==> src/rtl/pps_pkg.sv <==
package pps_pkg;

  // Sources that force the power path off in the current cycle.
  typedef struct packed {
    logic fast;
    logic lowv;
    logic sc;
  } trip_t;

  localparam int unsigned NUM_PERSIST = 2;

  function automatic logic trip_any(input trip_t t);
    return t.fast | t.lowv | t.sc;
  endfunction

endpackage

==> src/rtl/pps_tick.sv <==
// Free-running prescaler: one-cycle tick every DIV clocks.
module pps_tick #(
  parameter int unsigned DIV = 125000
) (
  input  logic clk,
  input  logic rst_n,
  output logic tick_o
);
  localparam int unsigned W = (DIV > 1) ? $clog2(DIV) : 1;
  localparam logic [W-1:0] LAST = W'(DIV - 1);

  logic [W-1:0] cnt_q;
  logic [W-1:0] cnt_d;

  assign tick_o = (cnt_q == LAST);

  always_comb begin
    cnt_d = cnt_q + 1'b1;
    if (tick_o) cnt_d = '0;
  end

  always_ff @(posedge clk or negedge rst_n) begin
    if (!rst_n) cnt_q <= '0;
    else        cnt_q <= cnt_d;
  end
endmodule

==> src/rtl/pps_persist.sv <==
// Persistence timer: done when cond_i has held through LIMIT+1 ticks.
module pps_persist #(
  parameter int unsigned LIMIT = 15
) (
  input  logic clk,
  input  logic rst_n,
  input  logic tick_i,
  input  logic cond_i,
  output logic done_o
);
  localparam int unsigned MAXC = LIMIT + 1;
  localparam int unsigned W = $clog2(MAXC + 1);
  localparam logic [W-1:0] TOP = W'(MAXC);

  logic [W-1:0] cnt_q;
  logic [W-1:0] cnt_d;
  logic         cnt_en;

  assign done_o = cond_i && (cnt_q == TOP);

  always_comb begin
    cnt_en = 1'b0;
    cnt_d  = cnt_q;
    if (!cond_i) begin
      cnt_en = (cnt_q != '0);
      cnt_d  = '0;
    end else if (tick_i && (cnt_q != TOP)) begin
      cnt_en = 1'b1;
      cnt_d  = cnt_q + 1'b1;
    end
  end

  always_ff @(posedge clk or negedge rst_n) begin
    if (!rst_n)      cnt_q <= '0;
    else if (cnt_en) cnt_q <= cnt_d;
  end
endmodule

==> src/rtl/pps_strike.sv <==
// Counts rising edges of ev_i; hit_o flags the STRIKES-th one.
module pps_strike #(
  parameter int unsigned STRIKES = 3
) (
  input  logic clk,
  input  logic rst_n,
  input  logic ev_i,
  input  logic clr_i,
  output logic hit_o
);
  localparam int unsigned W = $clog2(STRIKES + 1);
  localparam logic [W-1:0] FULL = W'(STRIKES);
  localparam logic [W-1:0] PRE  = W'(STRIKES - 1);

  logic         prev_q;
  logic         rise;
  logic [W-1:0] cnt_q;
  logic [W-1:0] cnt_d;
  logic         cnt_en;

  assign rise  = ev_i && !prev_q;
  assign hit_o = rise && !clr_i && (cnt_q == PRE);

  always_comb begin
    cnt_en = 1'b0;
    cnt_d  = cnt_q;
    if (clr_i) begin
      cnt_en = 1'b1;
      cnt_d  = '0;
    end else if (rise && (cnt_q != FULL)) begin
      cnt_en = 1'b1;
      cnt_d  = cnt_q + 1'b1;
    end
  end

  always_ff @(posedge clk or negedge rst_n) begin
    if (!rst_n) begin
      prev_q <= 1'b0;
      cnt_q  <= '0;
    end else begin
      prev_q <= ev_i;
      if (cnt_en) cnt_q <= cnt_d;
    end
  end
endmodule

==> src/rtl/pwrpath_supervisor.sv <==
module pwrpath_supervisor
  import pps_pkg::*;
#(
  parameter int unsigned CLK_PER_MS = 125000,
  parameter int unsigned PERSIST_MS = 15,
  parameter int unsigned POWERUP_MS = 250,
  parameter int unsigned PF_STRIKES = 3,
  parameter int unsigned NUM_SW     = 3
) (
  input  logic              clk,
  input  logic              rst_n,
  input  logic              uvlo_ok_i,
  input  logic              sc_cmp_i,
  input  logic              lowv_cmp_i,
  input  logic              fast_off_i,
  input  logic              pwr_fail_i,
  input  logic              pp_wr_i,
  input  logic              chg_req_i,
  output logic [NUM_SW-1:0] sw_en_o,
  output logic              chg_en_o,
  output logic              fault_o,
  output logic              pf_stat_o
);

  // Reset: asserted asynchronously, released through two flops.
  logic [1:0] rst_sync_q;
  logic       rst_sync_n;

  always_ff @(posedge clk or negedge rst_n) begin
    if (!rst_n) rst_sync_q <= 2'b00;
    else        rst_sync_q <= {rst_sync_q[0], 1'b1};
  end
  assign rst_sync_n = rst_sync_q[1];

  // Millisecond tick.
  logic tick;
  pps_tick #(.DIV(CLK_PER_MS)) u_tick (
    .clk    (clk),
    .rst_n  (rst_sync_n),
    .tick_o (tick)
  );

  // Persistence timers for the two comparator faults.
  logic [NUM_PERSIST-1:0] pers_cond;
  logic [NUM_PERSIST-1:0] pers_done;
  assign pers_cond = {lowv_cmp_i, sc_cmp_i};

  for (genvar g = 0; g < NUM_PERSIST; g++) begin : g_persist
    pps_persist #(.LIMIT(PERSIST_MS)) u_pers (
      .clk    (clk),
      .rst_n  (rst_sync_n),
      .tick_i (tick),
      .cond_i (pers_cond[g]),
      .done_o (pers_done[g])
    );
  end

  // Power-up delay timer.
  logic pwrup_done;
  pps_persist #(.LIMIT(POWERUP_MS)) u_pwrup (
    .clk    (clk),
    .rst_n  (rst_sync_n),
    .tick_i (tick),
    .cond_i (uvlo_ok_i),
    .done_o (pwrup_done)
  );

  // Power-fail strike counter.
  logic pf_hit;
  pps_strike #(.STRIKES(PF_STRIKES)) u_strike (
    .clk   (clk),
    .rst_n (rst_sync_n),
    .ev_i  (pwr_fail_i),
    .clr_i (pp_wr_i),
    .hit_o (pf_hit)
  );

  // Next-state logic.
  trip_t trip;
  logic  trip_now;
  logic  fault_q, fault_d, fault_en;
  logic  chg_q, chg_d, chg_en, chg_block;
  logic  pf_q, pf_d, pf_en;
  logic  sw_on_d;

  always_comb begin
    trip.sc   = pers_done[0];
    trip.lowv = pers_done[1];
    trip.fast = fast_off_i;
    trip_now  = trip_any(trip);

    // Sticky fault: a trip wins over a clear.
    fault_en = 1'b0;
    fault_d  = fault_q;
    if (trip_now) begin
      fault_en = !fault_q;
      fault_d  = 1'b1;
    end else if (!uvlo_ok_i && !fast_off_i) begin
      fault_en = fault_q;
      fault_d  = 1'b0;
    end

    // Switches: on only after power-up with no fault, now or latched.
    sw_on_d = pwrup_done && !fault_q && !trip_now;

    // Charger: a request sets it, any blocking condition clears it.
    chg_block = !uvlo_ok_i || fault_q || trip_now;
    chg_en    = chg_block || chg_req_i;
    chg_d     = !chg_block;

    // Power-fail status: the write clears it unless shutdown is asserted.
    pf_en = pp_wr_i || pf_hit || fast_off_i;
    pf_d  = pp_wr_i ? fast_off_i : 1'b1;
  end

  // Registers.
  always_ff @(posedge clk or negedge rst_sync_n) begin
    if (!rst_sync_n) begin
      fault_q <= 1'b0;
      chg_q   <= 1'b0;
      pf_q    <= 1'b0;
    end else begin
      if (fault_en) fault_q <= fault_d;
      if (chg_en)   chg_q   <= chg_d;
      if (pf_en)    pf_q    <= pf_d;
    end
  end

  logic [NUM_SW-1:0] sw_q;
  for (genvar s = 0; s < NUM_SW; s++) begin : g_sw
    always_ff @(posedge clk or negedge rst_sync_n) begin
      if (!rst_sync_n)           sw_q[s] <= 1'b0;
      else if (sw_q[s] != sw_on_d) sw_q[s] <= sw_on_d;
    end
  end

  assign sw_en_o   = sw_q;
  assign chg_en_o  = chg_q;
  assign fault_o   = fault_q;
  assign pf_stat_o = pf_q;

endmodule

==> config.mk <==
export PLATFORM = sky130hd
export DESIGN_NAME = pwrpath_supervisor
export DESIGN_NICKNAME = d
export VERILOG_FILES = /design/src/rtl/pps_pkg.sv /design/src/rtl/pps_tick.sv /design/src/rtl/pps_persist.sv /design/src/rtl/pps_strike.sv /design/src/rtl/pwrpath_supervisor.sv
export SDC_FILE = /design/constraint.sdc
export NUM_CORES = 1
export LEC_CHECK = 0
export BUFFER_PORTS_ARGS = -buffer_cell sky130_fd_sc_hd__buf_2
export CORE_MARGIN = 10
export CORE_UTILIZATION = 45
export CTS_CLUSTER_SIZE = 10
export DETAILED_ROUTE_END_ITERATION = 8
export MAX_ROUTING_LAYER = met4
export SYNTH_ARGS = -nofsm -noshare
export SYNTH_HDL_FRONTEND = slang
export SYNTH_SLANG_ARGS = --single-unit
==> constraint.sdc <==
create_clock -name clk -period 2.5 [get_ports clk]
set_clock_uncertainty 0.15 [all_clocks]
set_input_delay 0 -clock clk [delete_from_list [all_inputs] [get_ports clk]]
set_output_delay 0 -clock clk [all_outputs]
set_load 0.005 [all_outputs]
=== After elaboration in Yosys (flattened, before gate mapping) ===
Cells that the tools add are included.

* Word-level logic and storage cells: 92
* Register bits: 46
* Input port bits: 9
* Output and inout port bits: 6

* Reduce and logical (&&, ||, !) cells: 35
* Eq/ne operators: 15
* Add/subtract/negate cells: 5
* Bitwise operators: 2
* Multiplexer cells: 22

{| class="wikitable"
|+ Operator list
! operator !! number
|-
| $mux W5 || 4
|-
| $add A17 B1 Y17 const B || 1
|-
| $eq A17 B17 Y1 const B || 1
|-
| $mux W17 || 1
|-
| $mux W8 || 2
|-
| $logic_and A1 B1 Y1 || 13
|-
| $mux W1 || 13
|-
| $add A5 B1 Y5 const B || 2
|-
| $eq A5 B5 Y1 const B || 2
|-
| $ne A5 B5 Y1 const B || 2
|-
| $reduce_and A2 Y1 || 5
|-
| $reduce_bool A5 Y1 || 2
|-
| $add A8 B1 Y8 const B || 1
|-
| $eq A8 B8 Y1 const B || 1
|-
| $ne A8 B8 Y1 const B || 1
|-
| $reduce_bool A8 Y1 || 1
|-
| $logic_not A1 Y1 || 7
|-
| $ne A2 B1 Y1 const B || 3
|-
| $logic_or A1 B1 Y1 || 5
|-
| $mux W2 || 2
|-
| $reduce_bool A2 Y1 || 2
|-
| $ne A1 B1 Y1 || 3
|-
| $add A2 B1 Y2 const B || 1
|-
| $eq A2 B2 Y1 const B || 1
|-
| other kinds (2) || 3
|}

=== Depth between registers and ports, before layout ===
Gate-level depths: netlist of run 1.

* Depth after elaboration: 7
* Depth in mapped cells: 7
* Mapped depth without buffers: 6

=== Cells and area by module ===
From an unflattened synthesis of run 1, not the netlist that was laid out.

* Cell total of the unflattened synthesis: 223
* Area, all modules: 2387.3 um^2

{| class="wikitable"
|+ Modules (own cells, without submodules)
! module !! cells each !! instances !! sequential area each (um^2) !! area each (um^2)
|-
| pps_tick || 76 || 1 || 425.4 || 833.3
|-
| pps_persist (g_persist[0].u_pers ...) || 33 || 2 || 125.1 || 327.8
|-
| pps_persist (u_pwrup) || 50 || 1 || 200.2 || 457.9
|-
| pwrpath_supervisor || 17 || 1 || 200.2 || 271.5
|-
| pps_strike || 14 || 1 || 75.1 || 168.9
|}

=== Worst setup path after synthesis of run 1 ===
No wires, ideal clock.

* Kind: reg2reg
* From: register u_tick.cnt_q[9]
* To: register g_persist[0].u_pers.cnt_q[0]
* Setup time: 0.126 ns
* Buffers on the path: 2
* Cell stages (with the launch flop): 7
* Clock period less this slack: 2.353 ns
* Required time: 2.224 ns
* Setup slack: 0.147 ns
* Arrival time: 2.077 ns
* Cells stage by stage: dfrtp_1 -> or4b_1 -> or3_1 -> buf_6 -> buf_6 -> o311a_1 -> a221o_1

* Longest elaborated chain between the ends: 5
* Elaborated cells on any way between the ends: 6
* Those cells by class: eq/ne (2); mux (2); reduce/logical (2)

{| class="wikitable"
|+ RTL lines
! element !! line !! text
|-
| start: declaration || pps_tick.sv:12 || <nowiki>logic [W-1:0] cnt_q;</nowiki>
|-
| start signal: assignment || pps_tick.sv:24 || <nowiki>else cnt_q <= cnt_d;</nowiki>
|-
| $eq A17 B17 Y1 * || pps_tick.sv:15 || <nowiki>assign tick_o = (cnt_q == LAST);</nowiki>
|-
| $logic_and A1 B1 Y1 * || pps_persist.sv:27 || <nowiki>end else if (tick_i && (cnt_q != TOP)) begin</nowiki>
|-
| $mux W1 || pps_persist.sv:27 ||
|-
| $mux W1 || pps_persist.sv:24 || <nowiki>if (!cond_i) begin</nowiki>
|-
| $reduce_and A2 Y1 (no line) * || - ||
|-
| end signal: assignment || pps_persist.sv:35 || <nowiki>else if (cnt_en) cnt_q <= cnt_d;</nowiki>
|-
| end: declaration || pps_persist.sv:15 || <nowiki>logic [W-1:0] cnt_q;</nowiki>
|}

Every way passes the cells marked *; elsewhere a longest branch is shown, timed or not.
A chain may end at the register's enable or synchronous reset.

=== Worst setup path in the final report of run 1 ===
* From: register u_tick.cnt_q[9]
* To: register g_persist[1].u_pers.cnt_q[1]

* Longest elaborated chain between the ends: 5
* Elaborated cells on any way between the ends: 6
* Those cells by class: eq/ne (2); mux (2); reduce/logical (2)

{| class="wikitable"
|+ RTL lines
! element !! line
|-
| $eq A17 B17 Y1 * || pps_tick.sv:15
|-
| $logic_and A1 B1 Y1 * || pps_persist.sv:27
|-
| $mux W1 || pps_persist.sv:27
|-
| $mux W1 || pps_persist.sv:24
|-
| $reduce_and A2 Y1 (no line) * || -
|-
| end signal: assignment || pps_persist.sv:35
|-
| end: declaration || pps_persist.sv:15
|}

Marks and branches as above.

==> impl_metrics.py, run 1 <==
metrics = {
    "run_status": {
        "status": "completed",
    },
    "setup_path": {
        "crit_fanout": 27,
        "critPathKind": "flop to flop",
        "critPathLaunchType": "flop",
        "crit_required_ns": 2.54,
        "rrSetupSlack_ns": 0.10,
        "worst_setup_path_end_kind": "flop",
        "arrival_ns": 2.43,
        "rr_worst_depth": 5,
        "timing.rr.end": "g_persist[1].u_pers.cnt_q[1]",
        "r2r-start": "u_tick.cnt_q[9]",
    },
    "synth": {
        "synth_nets": 252,
        "synth_seq_cells": 46,
        "synth.area.top_cells": "dfrtp_1, ha_1, nand3_1",
        "avgSynthCellArea_um2": 10.1,
        "synth_warnings": 0,
        "synth_top_cell_by_area": "dfrtp_1",
        "synthesis.area_um2": 2370,
        "synth_seq_area_share": 0.485,
        "synthArstFlopShare": 1.00,
        "synth_common_cells": "dfrtp_1, nor2_1, nand3_1",
        "synth_cells": 234,
        "synth_edf_count": 0,
        "synth.top_cell.area_share": 0.485,
        "synth_cell_types": 39,
        "synth-main-ff-cell": "dfrtp_1",
        "synth.most_common_cell": "dfrtp_1",
    },
    "cts": {
        "root_buffer": "clkbuf_8",
        "cts_inserted_buffers": 5,
        "clk_pin_slew_ns": 0.09,
        "clk_latency_ns": 0.30,
        "cts.sinks": 46,
        "h-tree-depth": 2,
        "tritoncts": "yes",
        "cts_setup_buffers": 0,
        "clk_path_buf_depth": 2,
        "cts_resized": 0,
    },
    "power_and_ir_drop": {
        "p_per_area_nw_per_um2": 484,
        "vdd_drop_max_uv": 316,
        "p_leak_nw": 1.25,
        "total_power_w": 0.00136,
    },
    "routing": {
        "viasPerCell": 5.40,
        "post_drt_wl_per_cell_um": 13.2,
        "drc": 0,
        "wl_um": 4530,
        "via_count": 1847,
        "drtAntennaViolNets": 0,
        "drt_first_pass_iters": 4,
        "drt_iter0_markers": 114,
    },
    "floorplan": {
        "die_h_um": 92.6,
        "io_pins": 15,
        "placementRows": 26,
        "start_util": 0.464,
        "die_w_um": 92.6,
        "core_um2": 5110,
        "dieArea_um2": 8570,
    },
    "min_path": {
        "holdCritPathClass": "flop to asynchronous set/reset pin",
    },
    "grt": {
        "grt_pass1_wl_um": 8310,
        "grt_use_total": 0.119,
        "grt_max_degree": 28,
        "antenna_found_initial": 0,
        "grt-ovfl-total": 0,
        "grt_pass1_vias": 1739,
    },
    "timing": {
        "fin_crit_sh": 0.959,
        "rsz0062_at_grt": "false",
        "max_slew_margin": 0.655,
        "tns_ns": 0,
        "period_needed_ns": 2.40,
        "max_freq_mhz": 417,
        "hold-worst-slack_ns": 0.0975,
        "worstMarginPinSlew_ns": 0.514,
        "final_hold_viol_count": 0,
        "final-setup-viol-count": 0,
        "drv_slew": 0,
    },
    "cells_and_area": {
        "ff_latch_area_um2": 1150,
        "antennaDiodeCount": 0,
        "layout-drive-gt1-share": 0.147,
        "design_area_um2": 2810,
        "fillCellCount": 470,
        "layout.cells.non_filler": 342,
        "nNetsFinal": 289,
        "synthToLayoutAreaGrowth_pct": 18.4,
        "multiInputGateArea_um2": 1120,
    },
    "place": {
        "placed_cells": 323,
        "portBuffers": 14,
        "globalplace.congestion": 0.822,
        "dpl_cell_area_um2": 2590,
        "hpwl_um": 3270,
    },
    "flow_run": {
        "drv_cap": 0,
    },
}
-- registers in the layout, summed over array words and instances, names as in the netlist --
name	cells
u_strike.cnt_q	2
chg_en_o	1
g_persist.u_pers.cnt_q	10
rst_sync_q	2
fault_o	1
u_strike.prev_q	1
u_tick.cnt_q	17
pf_stat_o	1
sw_en_o	3
u_pwrup.cnt_q	8
-- routing by layer --
layer | wire length (um) | up-vias | track usage
met5 | 0 | - | -
met4 | 0 | 0 | 0.0347
met3 | 214 | 0 | 0.0363
met2 | 2140 | 36 | 0.176
met1 | 2180 | 884 | 0.153
li1 | - | 927 | -
-- cell usage in the layout, fill, tap and decap left out, drive strengths merged, types with 2 or more instances in the layout --
master	Yosys	layout
o311a	4	4
clkbuf	3	7
nor2	18	18
a21boi	3	3
a311o	2	2
nor2b	2	2
nand4	4	4
dfrtp	46	46
xnor2	8	8
nand2b	7	7
nor4	8	8
nor4bb	2	2
nand3	16	16
nor3	6	6
and3	3	3
or3	3	3
a31o	3	3
nand2	14	14
dlygate4sd3	0	11
xor2	5	5
and2	3	3
a221oi	3	3
o31ai	9	9
ha	9	9
buf	5	27
or4b	2	2
or4	9	9
a221o	2	2
inv	15	15
mux2i	6	6
a21oi	7	7
-- worst max path at each step --
stage	end	startpoint	slack, ns	depth (start not counted)
after CTS	g_persist[1].u_pers.cnt_q[1]	u_tick.cnt_q[9]	0.09	5
after detailed placement	g_persist[0].u_pers.cnt_q[1]	u_tick.cnt_q[9]	0.11	5
final	g_persist[1].u_pers.cnt_q[1]	u_tick.cnt_q[9]	0.10	5
after floorplan	g_persist[0].u_pers.cnt_q[0]	u_tick.cnt_q[9]	0.15	6
after global placement	g_persist[0].u_pers.cnt_q[1]	u_tick.cnt_q[12]	0.14	5
after global routing	g_persist[1].u_pers.cnt_q[1]	u_tick.cnt_q[7]	0.02	5
-- per-stage QoR --
stage | setup WS, ns | util
2_1_floorplan | 0.147 | -
3_3_place_gp | 0.139 | 0.508
3_5_place_dp | 0.109 | 0.508
4_1_cts | 0.0942 | 0.550
5_1_grt | 0.0225 | 0.550
6_report | 0.104 | 0.550
-- cell type report --
class                   instances  area share
clock buffers                   7      0.0343
clock inverters                 1     0.00312
inverters                      15      0.0201
multi-input cells             165       0.398
flip-flops and latches         46       0.410
well taps                      70      0.0312
repair buffers                 38       0.103
-- power breakdown --
| group | switching, W | total [W] | internal, W |
|---|---|---|---|
| Combinational | 0.0000435 | 0.0000837 | 0.0000402 |
| Sequential | 0.0000114 | 0.000766 | 0.000755 |
| Clock | 0.000255 | 0.000509 | 0.000254 |
-- logic make-up (layout without fill, tap and decap cells) --
kind of cell	after synthesis	after routing	share of synthesized area
flops	46	46	0.485
mux	6	6	0.0253
simple gates	100	100	0.231
other cells	1	1	0.00158
buf+inv	23	61	0.0438
compound gates	36	36	0.118
fa+ha+maj	9	9	0.0475
xor+xnor	13	13	0.0480
-- worst max-delay path, cell delays in order, from the launching register on --
cell and delay [ns]:
dfrtp_1 0.38, or4b_1 0.53, or3_1 0.32, buf_4 0.22, o311a_1 0.37, a311o_1 0.31
-- timing repair --
| item | 4_1_cts | 5_1_grt |
|---|---|---|
| setup endpoints to repair | 0 | 0 |
| hold buffers | 11 | 0 |
| endpoints found under the hold margin | 33 | 0 |
(Power assumes the default switching activity.)
==> inputs of run 2 (changes only) <==
Clock period 2.5 ns to 2.3 ns, I/O delays scaled along.
==> run 2 against run 1 <==
  * First-iteration DRC count decreased by 15%
  * Final area increased by 7.9%
  * Final cell count increased by 4.7%
  * Critical path depth increased by 1
  * Clock-buffer cell count decreased by 1
  * Critical path type unchanged
  * Utilization increased by 4.3 points
  * Sequential power increased by 8.9%
  * Flip-flop and latch count unchanged
  * Combinational power increased by 15%
  * Global-route usage increased by 0.61 points
  * The run now ends with setup timing left
==> impl_metrics.py, run 2 (same netlist as run 1, synthesis figures left out) <==
metrics = {
    "run_status": {
        "failed_checks": "setup timing",
        "status": "finished with violations",
    },
    "routing": {
        "post_drt_wl_per_cell_um": 14.0,
        "drtAntennaViolNets": 0,
        "viasPerCell": 5.31,
        "wl_um": 5010,
        "drt_first_pass_iters": 4,
        "drc": 0,
        "via_count": 1901,
        "drt_iter0_markers": 97,
    },
    "power_and_ir_drop": {
        "seq_power_share": 0.541,
        "vdd_drop_max_uv": 335,
        "p_clk_frac": 0.396,
        "p_sw_w": 0.000348,
        "p_per_area_nw_per_um2": 509,
        "internal_power_w": 0.00119,
        "switching_share": 0.226,
        "power_frac_comb": 0.063,
        "p_leak_nw": 1.38,
    },
    "cells_and_area": {
        "antennaDiodeCount": 0,
        "synthToLayoutAreaGrowth_pct": 27.8,
        "nNetsFinal": 305,
        "top_regs": "u_tick.cnt_q: 17 flops, g_persist.u_pers.cnt_q: 10 flops, u_pwrup.cnt_q: 8 flops",
        "layout-drive-gt1-share": 0.240,
        "final_cell_mix": "dfrtp_1, buf_4, nor2_1, nand3_1, inv_1",
        "largest_register": "u_tick.cnt_q",
        "layout_commonest_cell": "dfrtp_1",
        "largest_reg_flops": 17,
        "design_area_um2": 3030,
    },
    "timing": {
        "final-setup-viol-count": 4,
        "fin_crit_sh": 1.02,
        "max_slew_margin": 0.657,
        "max_freq_mhz": 426,
        "final_hold_viol_count": 0,
        "setup_ws_ns": -0.0453,
        "rsz0062_at_grt": "true",
        "drv_slew": 0,
        "tns_ns": -0.130,
        "period_needed_ns": 2.35,
        "worstMarginPinSlew_ns": 0.515,
    },
    "cts": {
        "tritoncts": "yes",
        "cts.sinks": 46,
        "root_buffer": "clkbuf_8",
        "clk_path_buf_depth": 2,
        "h-tree-depth": 2,
        "clk_latency_ns": 0.31,
        "cts_inserted_buffers": 5,
        "clk_pin_slew_ns": 0.09,
    },
    "grt": {
        "grt_use_total": 0.125,
        "grt-ovfl-total": 0,
        "grt_pass1_wl_um": 8580,
        "grt_max_degree": 28,
        "antenna_found_initial": 0,
        "grt_pass1_vias": 1891,
    },
    "floorplan": {
        "core_um2": 5110,
        "die_w_um": 92.6,
        "start_util": 0.464,
        "dieArea_um2": 8570,
        "die_h_um": 92.6,
        "placementRows": 26,
        "io_pins": 15,
    },
    "place": {
        "dpl_cell_area_um2": 2700,
        "hpwl_um": 3410,
        "globalplace.congestion": 0.813,
        "portBuffers": 14,
    },
    "setup_path": {
        "arrival_ns": 2.44,
        "worst_setup_path_end_kind": "flop",
        "crit_required_ns": 2.39,
        "critPathLaunchType": "flop",
        "critPathKind": "flop to flop",
        "crit_fanout": 13,
    },
    "min_path": {
        "holdCritPathClass": "flop to asynchronous set/reset pin",
    },
    "flow_run": {
        "drv_cap": 0,
    },
}
==> run 2: changes by cell type in the layout (fill, tap and decap cells not counted), sizes merged <==
cell	change
clkinv	-1
dlygate4sd3	-2
bufinv	+1
clkinvlp	+1
buf	+17
==> run 2: repair_timing <==
item,4_1_cts,5_1_grt
setup endpoints to repair,14,15
hold buffers,9,0
buffers inserted,0,3
pin swaps,6,4
endpoints found under the hold margin,25,0
gates resized for setup,14,7
cloned,0,1
==> run 2: cell type report <==
type	instances	area (um^2)
fillers	441	2080
well taps	70	87.6
multi-input cells	165	1170
flip-flops and latches	46	1150
repair buffers	54	448
clock inverters	2	37.5
inverters	15	56.3
clock buffers	6	72.6
==> run 2: power groups by stage <==
stage               clock network, W  registers [W]   logic, W
floorplan                          0       0.000857  0.0000400
global placement                   0       0.000851  0.0000855
detailed placement                 0       0.000852  0.0000859
CTS                         0.000629       0.000835  0.0000982
global route                0.000663       0.000838   0.000110
finish                      0.000611       0.000834  0.0000966
==> run 2: path summary, 6_finish.rpt <==
path / startpoint / end / slack [ns] / cells after the start
max: u_tick.cnt_q[9] / u_pwrup.cnt_q[4] / -0.05 / 6
min: rst_sync_q[1] / u_strike.cnt_q[0] / 0.09 / 0
max reg2reg: u_tick.cnt_q[9] / u_pwrup.cnt_q[4] / -0.05 / 6
min reg2reg: rst_sync_q[1] / u_strike.cnt_q[0] / 0.09 / 0
max in group asynchronous: rst_sync_q[1] / sw_en_o[1] / 1.40 / 1
min in group clk: rst_sync_q[0] / rst_sync_q[1] / 0.21 / 0
==> run 2: through the flow <==
step / util / hold WS (ns) / setup slack [ns] / total power (W) / std cells
floorplan: - / -0.446 / -0.0518 / 0.000897 / 234
global placement: 0.529 / -0.365 / -0.0591 / 0.000937 / 337
detailed placement: 0.529 / -0.364 / -0.0656 / 0.000937 / 337
CTS: 0.578 / 0.119 / -0.0465 / 0.00156 / 354
global route: 0.593 / 0.141 / -0.0947 / 0.00161 / 358
finish: 0.593 / 0.0945 / -0.0453 / 0.00154 / 358
==> run 2: routing by layer <==
layer | GRT usage | share of wire
met1 | 0.143 | 0.47
met2 | 0.207 | 0.48
met3 | 0.0331 | 0.033
met4 | 0.0424 | 0.014
met5 | - | 0
==> run 2: worst max-delay path, cell delays in order, from the launching register on <==
cell	delay, ns
dfrtp_1	0.38
or4b_4	0.53
or3_4	0.36
buf_4	0.16
clkbuf_16	0.16
or4_4	0.42
a21oi_2	0.12
==> inputs of run 3 (changes only) <==
Settings changed: CORE_UTILIZATION 45 to 50, PLACE_DENSITY set to 0.68.
==> run 3 against run 2 <==
  * The flow still finishes with violations (setup timing)
  * Clock power fell by 6.9%
  * Register-to-register slack is essentially flat
  * Die area down 7.9%
  * Flip-flop and latch count unchanged
  * Critical path depth shrank 1
  * Final cell count down 5.3%
  * Critical path type unchanged
  * Largest power group unchanged
==> impl_metrics.py, run 3 (same netlist as run 1, synthesis figures left out) <==
metrics = {
    "cts": {
        "root_buffer": "clkbuf_8",
        "clk_pin_slew_ns": 0.08,
        "clk_latency_ns": 0.30,
        "h-tree-depth": 2,
        "tritoncts": "yes",
        "cts.sinks": 46,
        "cts_inserted_buffers": 5,
        "clk_path_buf_depth": 2,
    },
    "floorplan": {
        "io_pins": 15,
        "die_h_um": 88.9,
        "die_w_um": 88.9,
        "dieArea_um2": 7900,
        "placementRows": 24,
        "core_um2": 4470,
        "start_util": 0.530,
    },
    "routing": {
        "drt_iter0_markers": 105,
        "via_count": 1878,
        "drtAntennaViolNets": 0,
        "viasPerCell": 5.54,
        "drc": 0,
        "post_drt_wl_per_cell_um": 14.6,
        "wl_um": 4960,
        "drt_first_pass_iters": 4,
    },
    "grt": {
        "grt_use_total": 0.134,
        "antenna_found_initial": 0,
        "grt_pass1_wl_um": 8140,
        "grt-ovfl-total": 0,
        "grt_max_degree": 30,
        "grt_pass1_vias": 1734,
    },
    "power_and_ir_drop": {
        "p_clk_frac": 0.381,
        "total_power_w": 0.00149,
        "p_sw_w": 0.000327,
        "switching_share": 0.219,
        "power_frac_comb": 0.058,
        "internal_power_w": 0.00117,
        "p_leak_nw": 1.36,
        "vdd_drop_max_uv": 435,
        "p_per_area_nw_per_um2": 505,
        "seq_power_share": 0.561,
    },
    "cells_and_area": {
        "layout_commonest_cell": "dfrtp_1",
        "top_regs": "u_tick.cnt_q: 17 flops, g_persist.u_pers.cnt_q: 10 flops, u_pwrup.cnt_q: 8 flops",
        "nNetsFinal": 304,
        "synthToLayoutAreaGrowth_pct": 24.9,
        "largest_register": "u_tick.cnt_q",
        "layout-drive-gt1-share": 0.237,
        "largest_reg_flops": 17,
        "antennaDiodeCount": 0,
        "final_cell_mix": "dfrtp_1, buf_4, nor2_1, nand3_1, inv_1",
    },
    "place": {
        "portBuffers": 14,
        "dp_slack_ns": -0.0609,
        "hpwl_um": 3410,
        "globalplace.congestion": 0.781,
    },
    "timing": {
        "max_freq_mhz": 426,
        "drv_slew": 0,
        "period_needed_ns": 2.35,
        "rsz0062_at_grt": "true",
        "final_hold_viol_count": 0,
        "final-setup-viol-count": 2,
        "fin_crit_sh": 1.02,
        "setup_ws_ns": -0.0486,
        "worstMarginPinSlew_ns": 0.616,
        "tns_ns": -0.0867,
        "max_slew_margin": 0.589,
    },
    "setup_path": {
        "arrival_ns": 2.38,
        "critPathLaunchType": "flop",
        "worst_setup_path_end_kind": "flop",
        "crit_fanout": 26,
        "crit_required_ns": 2.33,
        "critPathKind": "flop to flop",
    },
    "min_path": {
        "holdCritPathClass": "flop to asynchronous set/reset pin",
    },
    "run_status": {
        "status": "finished with violations",
        "failed_checks": "setup timing",
    },
    "flow_run": {
        "drv_cap": 0,
    },
}
-- run 3: layout make-up --
cell class	instances	area [um^2]
fill	379	1510
multi-input combinational	165	1170
sequential	46	1150
timing repair buffer	53	405
clock buffer	8	110
tap	52	65.1
inverter	15	56.3
-- run 3: timing repair --
action | 4_1_cts | 5_1_grt
resized for setup | 6 | 14
pin swaps | 4 | 2
buffers inserted | 0 | 2
cloned | 1 | 0
hold buffers | 9 | 0
setup endpoints to repair | 15 | 15
endpoints found under the hold margin | 24 | 0
-- run 3: worst max-delay path: stages, from the launching register on --
cell	delay (ns)
dfrtp_1	0.39
or4b_4	0.53
or3_4	0.35
buf_12	0.16
o311a_1	0.35
a311o_1	0.31
-- run 3: path summary, 6_finish.rpt --
path | to | from | slack, ns | cells after the start
min in group clk | rst_sync_q[1] | rst_sync_q[0] | 0.21 | 0
hold / removal | u_tick.cnt_q[8] | rst_sync_q[1] | 0.14 | 0
setup reg to reg | g_persist[1].u_pers.cnt_q[1] | u_tick.cnt_q[9] | -0.05 | 5
hold reg to reg | u_tick.cnt_q[8] | rst_sync_q[1] | 0.14 | 0
setup / recovery | g_persist[1].u_pers.cnt_q[1] | u_tick.cnt_q[9] | -0.05 | 5
max in group asynchronous | u_pwrup.cnt_q[5] | rst_sync_q[1] | 1.28 | 1
-- run 3: through the flow --
stage / area [um^2] / instances / hold WS, ns / util
detailed placement: 2670 / 319 / -0.363 / 0.596
global placement: 2670 / 319 / -0.365 / 0.596
floorplan: 2390 / 234 / -0.446 / -
global route: 2960 / 339 / 0.185 / 0.662
finish: 2960 / 339 / 0.139 / 0.662
CTS: 2900 / 337 / 0.171 / 0.647
-- run 3: per-layer routing --
metal | share of wire | global-route usage
met1 | 0.48 | 0.174
met2 | 0.48 | 0.200
met3 | 0.041 | 0.0358
met4 | 0.0065 | 0.0396
met5 | 0 | -
-- run 3: power groups by stage --
| stage | registers, W | logic (W) | clock network, W |
|---|---|---|---|
| 3_3_place_gp | 0.000855 | 0.0000750 | 0 |
| 6_report | 0.000839 | 0.0000874 | 0.000569 |
| 4_1_cts | 0.000840 | 0.0000881 | 0.000590 |
| 2_1_floorplan | 0.000857 | 0.0000400 | 0 |
| 3_5_place_dp | 0.000856 | 0.0000760 | 0 |
| 5_1_grt | 0.000842 | 0.0000986 | 0.000619 |
